--- config.mk ---
export PLATFORM = sky130hd
export DESIGN_NAME = dual_dac_frontend
export DESIGN_NICKNAME = d
export VERILOG_FILES = /design/src/rtl/dacfe_pkg.sv /design/src/rtl/dacfe_ctrl.sv /design/src/rtl/dacfe_datapath.sv /design/src/rtl/dual_dac_frontend.sv
export SDC_FILE = /design/constraint.sdc
export NUM_CORES = 1
export LEC_CHECK = 0
export BUFFER_PORTS_ARGS = -buffer_cell sky130_fd_sc_hd__buf_4
export CORE_ASPECT_RATIO = 1.1
export CORE_MARGIN = 2
export CORE_UTILIZATION = 30
export CTS_BUF_LIST = sky130_fd_sc_hd__clkbuf_8
export CTS_CLUSTER_DIAMETER = 80
export CTS_CLUSTER_SIZE = 12
export DETAILED_ROUTE_END_ITERATION = 12
export PLACE_DENSITY = 0.48
export SLEW_MARGIN = 20
export SYNTH_ARGS = -nofsm -noshare
export SYNTH_HDL_FRONTEND = slang
export SYNTH_SLANG_ARGS = --single-unit
--- constraint.sdc ---
create_clock -name clk -period 4.9 [get_ports clk]
set_input_delay 0.49 -clock clk [delete_from_list [all_inputs] [get_ports clk]]
set_output_delay 0.49 -clock clk [all_outputs]
set_load 0.005 [all_outputs]
--- src/rtl/dacfe_pkg.sv ---
package dacfe_pkg;
  localparam int NUM_CH = 2;

  // strobes handed from control to datapath, index 0 = channel 1
  typedef struct packed {
    logic [NUM_CH-1:0] loadIn;     // capture into input rank
    logic [NUM_CH-1:0] updOut;     // copy input rank to output rank
    logic              qFromPortA; // channel-2 input rank fed by port A
  } feStrobes_t;
endpackage

--- src/rtl/dacfe_ctrl.sv ---
module dacfe_ctrl
  import dacfe_pkg::*;
(
  input  logic       clk,
  input  logic       rstN,
  input  logic       dualMode,
  input  logic       sleep,
  input  logic       wrStbA,
  input  logic       xferA,
  input  logic       xferB,
  input  logic       wrStbB,
  output feStrobes_t strobes
);
  // halfQ = 1 once the first clock of a pair has been seen
  logic halfQ;
  logic pairTick;

  assign pairTick = xferA & ~xferB & halfQ;

  always_comb begin
    strobes = '0;
    if (dualMode) begin
      strobes.loadIn     = {wrStbB, wrStbA};
      strobes.updOut     = sleep ? '0 : {xferB, xferA};
      strobes.qFromPortA = 1'b0;
    end else begin
      strobes.loadIn[0]  = wrStbA &  wrStbB;
      strobes.loadIn[1]  = wrStbA & ~wrStbB;
      strobes.updOut     = sleep ? '0 : {NUM_CH{pairTick}};
      strobes.qFromPortA = 1'b1;
    end
  end

  always_ff @(posedge clk) begin
    if (!rstN) begin
      halfQ <= 1'b0;
    end else if (dualMode || xferB) begin
      halfQ <= 1'b0;
    end else if (xferA) begin
      halfQ <= ~halfQ;
    end
  end
endmodule

--- src/rtl/dacfe_datapath.sv ---
module dacfe_datapath
  import dacfe_pkg::*;
#(
  parameter int DATA_W = 10
) (
  input  logic              clk,
  input  logic              rstN,
  input  feStrobes_t        strobes,
  input  logic [DATA_W-1:0] portA,
  input  logic [DATA_W-1:0] portB,
  output logic [DATA_W-1:0] outA,
  output logic [DATA_W-1:0] outB
);
  logic [DATA_W-1:0] srcWord [NUM_CH];
  logic [DATA_W-1:0] inRank  [NUM_CH];
  logic [DATA_W-1:0] outRank [NUM_CH];

  assign srcWord[0] = portA;
  assign srcWord[1] = strobes.qFromPortA ? portA : portB;

  for (genvar ch = 0; ch < NUM_CH; ch++) begin : g_chan
    always_ff @(posedge clk) begin
      if (!rstN) begin
        inRank[ch]  <= '0;
        outRank[ch] <= '0;
      end else begin
        if (strobes.loadIn[ch]) inRank[ch]  <= srcWord[ch];
        if (strobes.updOut[ch]) outRank[ch] <= inRank[ch];
      end
    end
  end

  assign outA = outRank[0];
  assign outB = outRank[1];
endmodule

--- src/rtl/dual_dac_frontend.sv ---
module dual_dac_frontend
  import dacfe_pkg::*;
#(
  parameter int DATA_W = 10
) (
  input  logic              clk,
  input  logic              rstN,
  input  logic              dualMode,
  input  logic              sleep,
  input  logic [DATA_W-1:0] portA,
  input  logic [DATA_W-1:0] portB,
  input  logic              wrStbA,
  input  logic              xferA,
  input  logic              xferB,
  input  logic              wrStbB,
  output logic [DATA_W-1:0] outA,
  output logic [DATA_W-1:0] outB
);
  feStrobes_t strobes;

  dacfe_ctrl i_ctrl (
    .clk      (clk),
    .rstN     (rstN),
    .dualMode (dualMode),
    .sleep    (sleep),
    .wrStbA   (wrStbA),
    .xferA    (xferA),
    .xferB    (xferB),
    .wrStbB   (wrStbB),
    .strobes  (strobes)
  );

  dacfe_datapath #(.DATA_W(DATA_W)) i_datapath (
    .clk     (clk),
    .rstN    (rstN),
    .strobes (strobes),
    .portA   (portA),
    .portB   (portB),
    .outA    (outA),
    .outB    (outB)
  );
endmodule

Word-level counts from Yosys, hierarchy flattened
Memory sizes are Yosys's and may differ from the RTL's. Index checks and enable logic that the tools add are counted. W data, S select, Z words.

Multiplexer cells: 21. Bitwise operators: 12. Reduce and logical (&&, ||, !) cells: 2.

Operators with widths (number): $mux W10 (5); $mux W1 (13); $mux W5 (1); $and A1 B1 Y1 (4); $mux W2 (2); $not A1 Y1 (4); $or A1 B1 Y1 (4); $reduce_or A2 Y1 (1); $logic_or A1 B1 Y1 (1).

Flip-flop bits (word level): 1. Memory bits (writable): 40. Output and inout port bits: 20. Memories: 2.

Memories: i_datapath.inRank (words 2, width 10, rd ports 2, clocked after memory_dff 0, write ports 2, line dacfe_datapath.sv:15) `logic [DATA_W-1:0] inRank [NUM_CH];`; i_datapath.outRank (words 2, width 10, rd ports 2, clocked after memory_dff 0, write ports 2, line dacfe_datapath.sv:16) `logic [DATA_W-1:0] outRank [NUM_CH];`.

Depth between registers and ports, before layout
Gate-level depths: netlist of run 1.

Word-level depth: 9. Depth in mapped cells: 4. Mapped depth without buffers: 3.

Cells and area by module
From an unflattened synthesis of run 1, not the netlist that was laid out.

Cell total of the unflattened synthesis: 116. Area total of the unflattened synthesis: 1715.4 µm².

By module, submodules not included: dacfe_datapath (times used 1, cells each 102, area an instance 1607.8 µm², sequential area each 1201.2 µm²); dacfe_ctrl (times used 1, cells each 14, area an instance 107.6 µm², sequential area each 20.0 µm²).

Worst setup path before layout of run 1
Ideal clock, no wire load.

Path kind: input to register. Start: in dualMode. End: mem i_datapath.outRank[1][0] (enable). Library setup time: 378 ps. Data arrival time: 1486 ps. Data required time: 4522 ps. Path slack: 3036 ps. Stages: 4. Cell sequence: buf_8 > nor4bb_4 > a21oi_1 > o21ai_1.

RTL lines: start: declaration (line dual_dac_frontend.sv:8) `input logic dualMode,`; end: declaration (line dacfe_datapath.sv:16).

==> summary.md, run 1 <==
| Metric | Value |
|---|---|
| Post-CTS Setup Inserts | `0` |
| Leak Pwr | `0.9600 nW` |
| Die area | `6445 µm²` |
| Ys Warns | `0` |
| Slew margin rel. | `0.4190` |
| Largest net degree at the start of global routing | `19` |
| Pre-antenna DRT Iters | `4` |
| Port Buffer Count | `47` |
| Crit end category | `register` |
| Clock Latency Late Sink | `0.28 ns` |
| Post-DP Area | `2172 µm²` |
| Peak Freq | `0.5273 GHz` |
| Layout Nets | `194` |
| Vias in the first global route | `1125` |
| Initial Utilization | `0.3064` |
| Layout cell share with drive strength beyond 1 | `0.3713` |
| CTS root buffer | `clkbuf_8` |
| Worst R2R Path Depth | `3` |
| H-tree Lvls | `2` |
| Vias per inst | `4.373` |
| P per Cell Area | `305.4 nW/µm²` |
| Max Slew Vio Count | `0` |
| Layout Cells excl Fill | `244` |
| CP max stage delay | `0.69 ns` |
| Sequential area share after synthesis | `0.6996` |
| Cell Rows | `29` |
| Ant diodes | `0` |
| CP cell instances | `nor4bb_4, a21oi_1, o21ai_1` |
| Vias | `1067` |
| Gr ovfl total | `0` |
| Die X | `76.73 µm` |
| Mapped Area | `1745 µm²` |
| Syn_nets | `142` |
| CTS tree | `built` |
| Synth Area in Adders | `0` |
| Delay-heaviest family, CP | `compound AO/OA/AOI/OAI gates` |
| Avg Inst Size Synth | `15.31 µm²` |
| Commonest non-fill, non-tap cells in the layout | `47 x buf_4, 40 x edfxtp_1, 21 x and2_1, 11 x nor2_1` |
| Max-Cap Viols | `0` |
| Footprint of the multi-input gates | `494.2 µm²` |
| Slowest CP cell | `o21ai_1` |
| Min-Delay Path Class | `input pin to register` |
| Unique masters post-synth | `23` |
| DP HPWL | `2.477 mm` |
| Bufs and invs on worst path | `0` |
| Period utilisation layout | `0.3870` |
| Arr. time, crit path | `1.81 ns` |
| Fill cell count | `565` |
| Clk_skew | `0.001009 ns` |
| Io pins | `48` |
| Crit-path max FO | `10` |
| Clock sink count | `41` |
| Post-synthesis mux area share | `0.05735` |
| Simple-gate portion of the synthesized area | `0.1842` |
| Cells after DPL | `236` |
| Number of cells on the worst hold path | `2` |
| DRT iter0 DRCs | `34` |
| Largest family of logic cells by synthesized area | `simple AND/OR/NAND/NOR gates` |
| Reg clk slew, reported paths | `0.07 ns` |
| Status | `finished clean` |
| Layout Area Growth over Synthesis | `29.10%` |
| WP depth | `3` |
| Hold WS | `0.4310 ns` |
| Die Y | `84 µm` |
| Initial antenna violation count | `0` |
| # DRC | `0` |
| VDD IR max | `0.1089 mV` |
| GRT Total Usage | `0.1121` |
| Critical Path RT | `4.81 ns` |
| CTS Hold Bufs | `0` |
| Routed wire length | `3.275 mm` |
| Final-report hold violation count | `0` |
| Core area | `5697 µm²` |
| Register area | `1221 µm²` |
| Clock period minus worst slack | `1.897 ns` |
| Num CTS Buffers | `5` |
| Buffer depth of the longest clock path | `2` |
| Tightest Pin Transition | `0.8657 ns` |
| Cells after Synth | `114` |
| #FFs+latches synth | `41` |
| ANT nets after route | `0` |
| Design area | `2253 µm²` |
| TNS Setup | `0 ns` |
| DR WL/cell | `13.42 µm` |
| Placer Congestion | `0.7766` |
| Post_cts resized | `0` |
| Startpoint types | `register` |
| Post-Synth XOR/XNOR Area | `0.005018` |
| Commonest non-fill, non-tap cell in the layout | `buf_4` |
| Synth Area in Compound Gates | `0.03656` |
| Final setup violation count | `0` |
| RSZ-0062 raised after global routing | `no` |
| CP Class | `register to register` |
| Global-route wire length before repair | `5.347 mm` |
## layout make-up
cell class / instances / share of cell area
Sequential cell: 41 / 0.5419
Inverter: 2 / 0.003331
Tap cell: 77 / 0.04275
Clock buffer: 5 / 0.03054
Timing Repair Buffer: 47 / 0.1566
Clock inverter: 3 / 0.005552
Multi-Input combinational cell: 69 / 0.2193
## Yosys cell counts, drive strengths merged
library cell	number	area [µm²]
a211oi	1	20.02
and2	21	131.4
nor3b	1	12.51
edfxtp	40	1201
buf	2	22.52
nand2	1	3.750
a21oi	2	10.01
and3	10	62.56
nand2b	3	26.27
inv	2	7.510
nor4	1	6.260
o21ai	3	18.77
nor2	12	47.55
xnor2	1	8.760
a21o	1	15.01
or3	1	6.260
mux2i	10	100.1
nor4bb	1	25.02
dfxtp	1	20.02
## state kept, by name, summed over array words and instances (netlist names)
| name | count |
|---|---|
| i_datapath.outRank | 20 |
| i_datapath.inRank | 20 |
| i_ctrl.halfQ | 1 |
## per-stage QoR
stage	setup slack (ns)	util	power, mW
6_report	3.003	0.3956	0.6882
3_5_place_dp	2.674	0.3813	0.4952
3_3_place_gp	2.744	0.3813	0.4931
4_1_cts	2.964	0.3956	0.6964
5_1_grt	2.845	0.3956	0.7176
2_1_floorplan	3.036	-	0.4545
## metal layers
layer / vias up / global-route usage / part of all wire
met1: 516 / 0.1187 / 0.39
met4: 0 / 0.05455 / 0.012
met3: 2 / 0.03247 / 0.044
li1: 516 / - / -
met5: - / 0 / 0
met2: 33 / 0.2018 / 0.55
## where the power goes
| group | switching, mW | internal (mW) |
|---|---|---|
| Combinational | 0.0344 | 0.0352 |
| Clock | 0.107 | 0.0959 |
| Sequential | 0.00503 | 0.410 |
| Total | 0.147 | 0.542 |
## path summary, 6_finish.rpt
check	startpoint	endpoint	slack [ns]
hold reg to reg	i_datapath.inRank[0][0]$_SDFFCE_PN0P_	i_datapath.outRank[0][0]$_SDFFCE_PN0P_	0.52
setup reg to reg	i_ctrl.halfQ$_SDFFE_PP0P_	i_datapath.outRank[1][0]$_SDFFCE_PN0P_	3.00
setup / recovery	i_ctrl.halfQ$_SDFFE_PP0P_	i_datapath.outRank[1][0]$_SDFFCE_PN0P_	3.00
hold / removal	xferB	i_ctrl.halfQ$_SDFFE_PP0P_	0.43
## kinds of logic (layout without fill, tap and decap cells)
family          count (synthesis)  count (layout)
compound gates                  7               7
xor+xnor                        1               1
buf+inv                         4              57
flops                          41              41
mux                            10              10
simple gates                   51              51
Power figures use the tool's default switching activity.
==> run 2: changes to the inputs <==
Clock period 4.9 ns to 1.8 ns, I/O delays scaled along.
==> summary.md, run 2 (synthesized netlist as in run 1, its figures left out) <==
| Metric | Value |
|---|---|
| Status | `finished clean` |
| Startpoint types | `register` |
| Die X | `76.73 µm (unchanged)` |
| Slew margin rel. | `0.6574 (+0.2384)` |
| Tightest Pin Transition | `0.5119 ns (-0.3537 ns)` |
| Peak Freq | `0.6886 GHz (+31%)` |
| DRT iter0 DRCs | `53 (+56%)` |
| RR Startpoint | `i_ctrl.halfQ$_SDFFE_PP0P_` |
| Clock period minus worst slack | `1.452 ns (-0.4443 ns)` |
| Clock sink count | `41 (unchanged)` |
| Final setup violation count | `0 (unchanged)` |
| Pwr Total | `2.008 mW (+190%)` |
| CTS root buffer | `clkbuf_8` |
| Post_cts resized | `0 (unchanged)` |
| Leading registers by flop count | `i_datapath.inRank (20), i_datapath.outRank (20), i_ctrl.halfQ (1)` |
| Worst reg-to-reg setup slack | `0.35 ns (-2.66 ns)` |
| Hold Crit Start | `xferB` |
| Period utilisation layout | `0.8068 (+0.4198)` |
| CTS tree | `built` |
| Num CTS Buffers | `5 (unchanged)` |
| Vias per inst | `4.298 (-1.7%)` |
| Cells after DPL | `237 (+0.42%)` |
| Post-CTS Setup Inserts | `0 (unchanged)` |
| Critical path startpoint | `i_ctrl.halfQ$_SDFFE_PP0P_` |
| DR WL/cell | `12.84 µm (-4.3%)` |
| Cell Rows | `29 (unchanged)` |
| Layout cell share with drive strength beyond 1 | `0.3750 (+0.003743)` |
| # DRC | `0 (unchanged)` |
| Crit end category | `register` |
| Global-route wire length before repair | `4.981 mm (-6.8%)` |
| R2r endpoint | `i_datapath.outRank[1][5]$_SDFFCE_PN0P_` |
| H-tree Lvls | `2 (unchanged)` |
| Vias in the first global route | `1096 (-2.6%)` |
| Routed wire length | `3.146 mm (-3.9%)` |
| Core area | `5697 µm² (unchanged)` |
| Number of cells on the worst hold path | `2 (unchanged)` |
| Final Worst Setup Slack | `0.3477 ns (-2.656 ns)` |
| Placer Congestion | `0.7223 (-7.0%)` |
| Ant diodes | `0 (unchanged)` |
| Layout Area Growth over Synthesis | `30.97%` |
| Io pins | `48 (unchanged)` |
| Commonest non-fill, non-tap cells in the layout | `48 x buf_4, 40 x edfxtp_1, 21 x and2_1, 11 x nor2_1` |
| Critical Path RT | `1.79 ns (-3.02 ns)` |
| Worst Hold Endpoint | `i_ctrl.halfQ$_SDFFE_PP0P_` |
| Commonest non-fill, non-tap cell in the layout | `buf_4` |
| Worst R2R Path Depth | `4 (+1)` |
| Vias | `1053 (-1.3%)` |
| Arr. time, crit path | `1.44 ns (-0.37 ns)` |
| GRT Total Usage | `0.1055 (-0.006641)` |
| TNS Setup | `0 ns (unchanged)` |
| Finished Core Util | `0.4013 (+0.005711)` |
| CTS Hold Bufs | `0 (unchanged)` |
| VDD IR max | `0.3542 mV (+230%)` |
| Post-DP Area | `2180 µm² (+0.35%)` |
| CP Class | `register to register` |
| Design area | `2286 µm² (+1.4%)` |
| Leak Pwr | `0.9787 nW (+1.9%)` |
| RSZ-0062 raised after global routing | `no` |
| Largest net degree at the start of global routing | `19 (unchanged)` |
| Final-report hold violation count | `0 (unchanged)` |
| Pre-CTS WS | `0.3292 ns (-2.345 ns)` |
| Hold WS | `0.1213 ns (-0.3096 ns)` |
| Die Y | `84 µm (unchanged)` |
| DP HPWL | `2.435 mm (-1.7%)` |
| Max Slew Vio Count | `0 (unchanged)` |
| Layout Nets | `195 (+0.52%)` |
| Clk_skew | `0.004026 ns (+0.003017 ns)` |
| ANT nets after route | `0 (unchanged)` |
| Pre-antenna DRT Iters | `4 (unchanged)` |
| Port Buffer Count | `47 (unchanged)` |
| Die area | `6445 µm² (unchanged)` |
| Clock Latency Late Sink | `0.29 ns (about the same)` |
| P per Cell Area | `878.6 nW/µm² (+190%)` |
| Min-Delay Path Class | `input pin to register` |
| Layout Cells excl Fill | `245 (+0.41%)` |
| Gr ovfl total | `0 (unchanged)` |
| Max-Cap Viols | `0 (unchanged)` |
| Reg clk slew, reported paths | `0.07 ns (about the same)` |
| Initial antenna violation count | `0 (unchanged)` |
| Buffer depth of the longest clock path | `2 (unchanged)` |
| Initial Utilization | `0.3064 (unchanged)` |
| Crit-path max FO | `10 (unchanged)` |
-- run 2: per-layer routing --
metal	track usage	vias to the layer above	wire length [µm]
met5	0	-	0
met4	0.05455	0	73
met3	0.03030	5	175
met2	0.1890	40	1678
met1	0.1112	490	1218
li1	-	518	-
-- run 2: area by class of cell --
type	count	area [µm²]
Multi-Input combinational cell	69	494.2
Sequential cell	41	1221
Tap cell	77	96.34
Fill cell	534	3411
Inverter	2	7.507
Clock inverter	3	37.54
Clock buffer	5	68.82
Timing Repair Buffer	48	360.3
-- run 2: power breakdown --
part | switching (mW) | total, mW | internal, mW | leakage [nW]
Clock | 0.284 | 0.687 | 0.403 | 0.0570
Sequential | 0.0139 | 1.13 | 1.12 | 0.432
Combinational | 0.0922 | 0.190 | 0.0977 | 0.490
-- run 2: worst max path at each step --
stage	endpoint	slack, ns	cells after the start
after floorplan	i_datapath.outRank[1][0]$_SDFFCE_PN0P_	0.13	3
after global placement	i_datapath.outRank[1][4]$_SDFFCE_PN0P_	0.37	4
after detailed placement	i_datapath.outRank[1][8]$_SDFFCE_PN0P_	0.33	4
after CTS	i_datapath.outRank[1][5]$_SDFFCE_PN0P_	0.32	4
after global routing	i_datapath.outRank[1][1]$_SDFFCE_PN0P_	0.20	4
final	i_datapath.outRank[1][5]$_SDFFCE_PN0P_	0.35	4
-- run 2: critical path: stages (launching register included) --
cell and delay [ns]:
dfxtp_1 0.42, nor4bb_4 0.35, a21oi_1 0.07, o21ai_1 0.12
buf_4 0.20
==> run 3: changes to the inputs <==
Clock period 1.8 ns to 1.4 ns, I/O delays scaled along.
==> summary.md, run 3 (synthesized netlist as in run 1, its figures left out) <==
| Metric | Value |
|---|---|
| Status | `finished clean` |
| ANT nets after route | `0 (unchanged)` |
| Largest net degree at the start of global routing | `13 (-6)` |
| Io pins | `48 (unchanged)` |
| R2r endpoint | `i_datapath.outRank[1][0]$_SDFFCE_PN0P_` |
| NetSw | `0.5185 mW (+33%)` |
| Bufs and invs on worst path | `1 (unchanged)` |
| Placer Congestion | `0.7533 (+4.3%)` |
| H-tree Lvls | `2 (unchanged)` |
| Internal | `2.097 mW (+30%)` |
| Leading registers by flop count | `i_datapath.inRank (20), i_datapath.outRank (20), i_ctrl.halfQ (1)` |
| Clk_skew | `0.004311 ns (+0.0002851 ns)` |
| Fill cell count | `551 (+3.2%)` |
| Startpoint types | `register` |
| Die X | `76.73 µm (unchanged)` |
| Worst R2R Path Depth | `4 (unchanged)` |
| Pre-CTS WS | `0.07137 ns (-0.2578 ns)` |
| Layout cell share with drive strength beyond 1 | `0.3977 (+0.02266)` |
| CTS tree | `built` |
| CP Class | `register to register` |
| Routed wire length | `3.266 mm (+3.8%)` |
| Die Y | `84 µm (unchanged)` |
| Sw frac | `0.1982 (+0.004021)` |
| Seq pwr share | `0.558 (-0.005)` |
| RSZ-0062 raised after global routing | `no` |
| Vias in the first global route | `1041 (-5.0%)` |
| DR WL/cell | `13.17 µm (+2.6%)` |
| Num CTS Buffers | `5 (unchanged)` |
| Hold Crit Start | `xferB` |
| Delay-heaviest family, CP | `flip-flops` |
| Initial antenna violation count | `0 (unchanged)` |
| Period utilisation layout | `0.9267 (+0.1199)` |
| Final-report hold violation count | `0 (unchanged)` |
| Initial Utilization | `0.3064 (unchanged)` |
| TNS Setup | `0 ns (unchanged)` |
| Global-route wire length before repair | `5.250 mm (+5.4%)` |
| RR Startpoint | `i_ctrl.halfQ$_SDFFE_PP0P_` |
| Design area | `2338 µm² (+2.3%)` |
| Pre-antenna DRT Iters | `4 (unchanged)` |
| Footprint of the multi-input gates | `498.0 µm² (+0.76%)` |
| Leak Pwr | `1.007 nW (+2.9%)` |
| Commonest non-fill, non-tap cells in the layout | `49 x buf_4, 40 x edfxtp_1, 21 x and2_1, 11 x nor2_1` |
| P per Cell Area | `1118 nW/µm² (+27%)` |
| Final setup violation count | `0 (unchanged)` |
| Reg clk slew, reported paths | `0.07 ns (about the same)` |
| Critical path startpoint | `i_ctrl.halfQ$_SDFFE_PP0P_` |
| Crit end category | `register` |
| Layout Nets | `198 (+1.5%)` |
| Post-CTS Setup Inserts | `0 (unchanged)` |
| Worst Hold Endpoint | `i_ctrl.halfQ$_SDFFE_PP0P_` |
| Post-DP Area | `2232 µm² (+2.4%)` |
| Max Slew Vio Count | `0 (unchanged)` |
| Port Buffer Count | `47 (unchanged)` |
| Worst reg-to-reg setup slack | `0.10 ns (-0.25 ns)` |
| Layout Area Growth over Synthesis | `33.98%` |
| Max-Cap Viols | `0 (unchanged)` |
| Peak Freq | `0.7708 GHz (+12%)` |
| Die area | `6445 µm² (unchanged)` |
| Ant diodes | `0 (unchanged)` |
| Commonest non-fill, non-tap cell in the layout | `buf_4` |
| Core area | `5697 µm² (unchanged)` |
| GRT Total Usage | `0.1097 (+0.004233)` |
| Vias per inst | `4.230 (-1.6%)` |
| CTS Hold Bufs | `0 (unchanged)` |
| Crit-path max FO | `10 (unchanged)` |
| Arr. time, crit path | `1.30 ns (-0.14 ns)` |
| Clock period minus worst slack | `1.297 ns (-0.1549 ns)` |
| VDD IR max | `0.4230 mV (+19%)` |
| Post_cts resized | `0 (unchanged)` |
| Critical Path RT | `1.41 ns (-0.38 ns)` |
| Slew margin rel. | `0.7064 (+0.04893)` |
| Cell Rows | `29 (unchanged)` |
| Tightest Pin Transition | `0.4388 ns (-0.07312 ns)` |
| Slowest CP cell | `dfxtp_2` |
| Register area | `1222 µm² (+0.10%)` |
| DP HPWL | `2.548 mm (+4.6%)` |
| CP max stage delay | `0.37 ns (-0.05 ns)` |
| Combinational cell fraction of total power | `0.100 (+0.005)` |
| Min-Delay Path Class | `input pin to register` |
| Clock sink count | `41 (unchanged)` |
| CTS root buffer | `clkbuf_8` |
| Vias | `1049 (-0.38%)` |
| Final Worst Setup Slack | `0.1026 ns (-0.2451 ns)` |
| CP cell instances | `nor4bb_4, a21oi_1, o21ai_2, buf_12` |
| Clock power share | `0.342 (about the same)` |
| Clock Latency Late Sink | `0.29 ns (about the same)` |
| # DRC | `0 (unchanged)` |
| Number of cells on the worst hold path | `2 (unchanged)` |
| Buffer depth of the longest clock path | `2 (unchanged)` |
| Gr ovfl total | `0 (unchanged)` |
| DRT iter0 DRCs | `48 (-9.4%)` |
-- run 3: changes by cell type in the layout (fill, tap and decap cells not counted), sizes merged --
cell and change:
buf +3
-- run 3: worst max-delay path by stage --
stage	end	slack, ns	cells past startpoint
final	i_datapath.outRank[1][0]$_SDFFCE_PN0P_	0.10	4
after CTS	i_datapath.outRank[1][0]$_SDFFCE_PN0P_	0.07	4
after global placement	i_datapath.outRank[1][0]$_SDFFCE_PN0P_	0.09	5
after detailed placement	i_datapath.outRank[1][7]$_SDFFCE_PN0P_	0.07	5
after global routing	i_datapath.outRank[1][0]$_SDFFCE_PN0P_	0.01	4
after floorplan	i_datapath.outRank[1][0]$_SDFFCE_PN0P_	0.03	3
-- run 3: layout make-up --
class                      count  share of cell area
timing repair buffer          51              0.1744
multi-input combinational     69              0.2129
sequential                    41              0.5227
clock inverter                 3             0.01605
inverter                       2            0.003210
clock buffer                   5             0.02943
tap                           77             0.04120
-- run 3: power groups by stage --
stage	Sequential (mW)	Clock, mW	Combinational [mW]
after CTS	1.46	0.928	0.268
after floorplan	1.48	0	0.110
after detailed placement	1.49	0	0.268
after global routing	1.47	0.980	0.290
after global placement	1.49	0	0.265
final	1.46	0.894	0.263
-- run 3: metal layers --
layer	GRT usage	wire length, µm	part of all wire	up-vias
met5	0	0	0	-
met4	0.04463	67	0.021	0
met3	0.03247	178	0.055	7
met2	0.1826	1699	0.52	35
met1	0.1323	1321	0.40	482
li1	-	-	-	525
-- run 3: worst register-to-register path, stage by stage, from the launching register on --
cell,delay (ns)
dfxtp_2,0.37
nor4bb_4,0.24
a21oi_1,0.08
o21ai_2,0.17
buf_12,0.15
-- run 3: stage by stage --
stage	hold WS [ns]	cells	util	power, mW
6_report	0.06528	248	0.4105	2.616
5_1_grt	0.06176	248	0.4105	2.737
3_5_place_dp	0.3647	240	0.3918	1.757
2_1_floorplan	0.2095	114	-	1.592
3_3_place_gp	0.3610	240	0.3918	1.751
4_1_cts	0.05479	248	0.4105	2.657
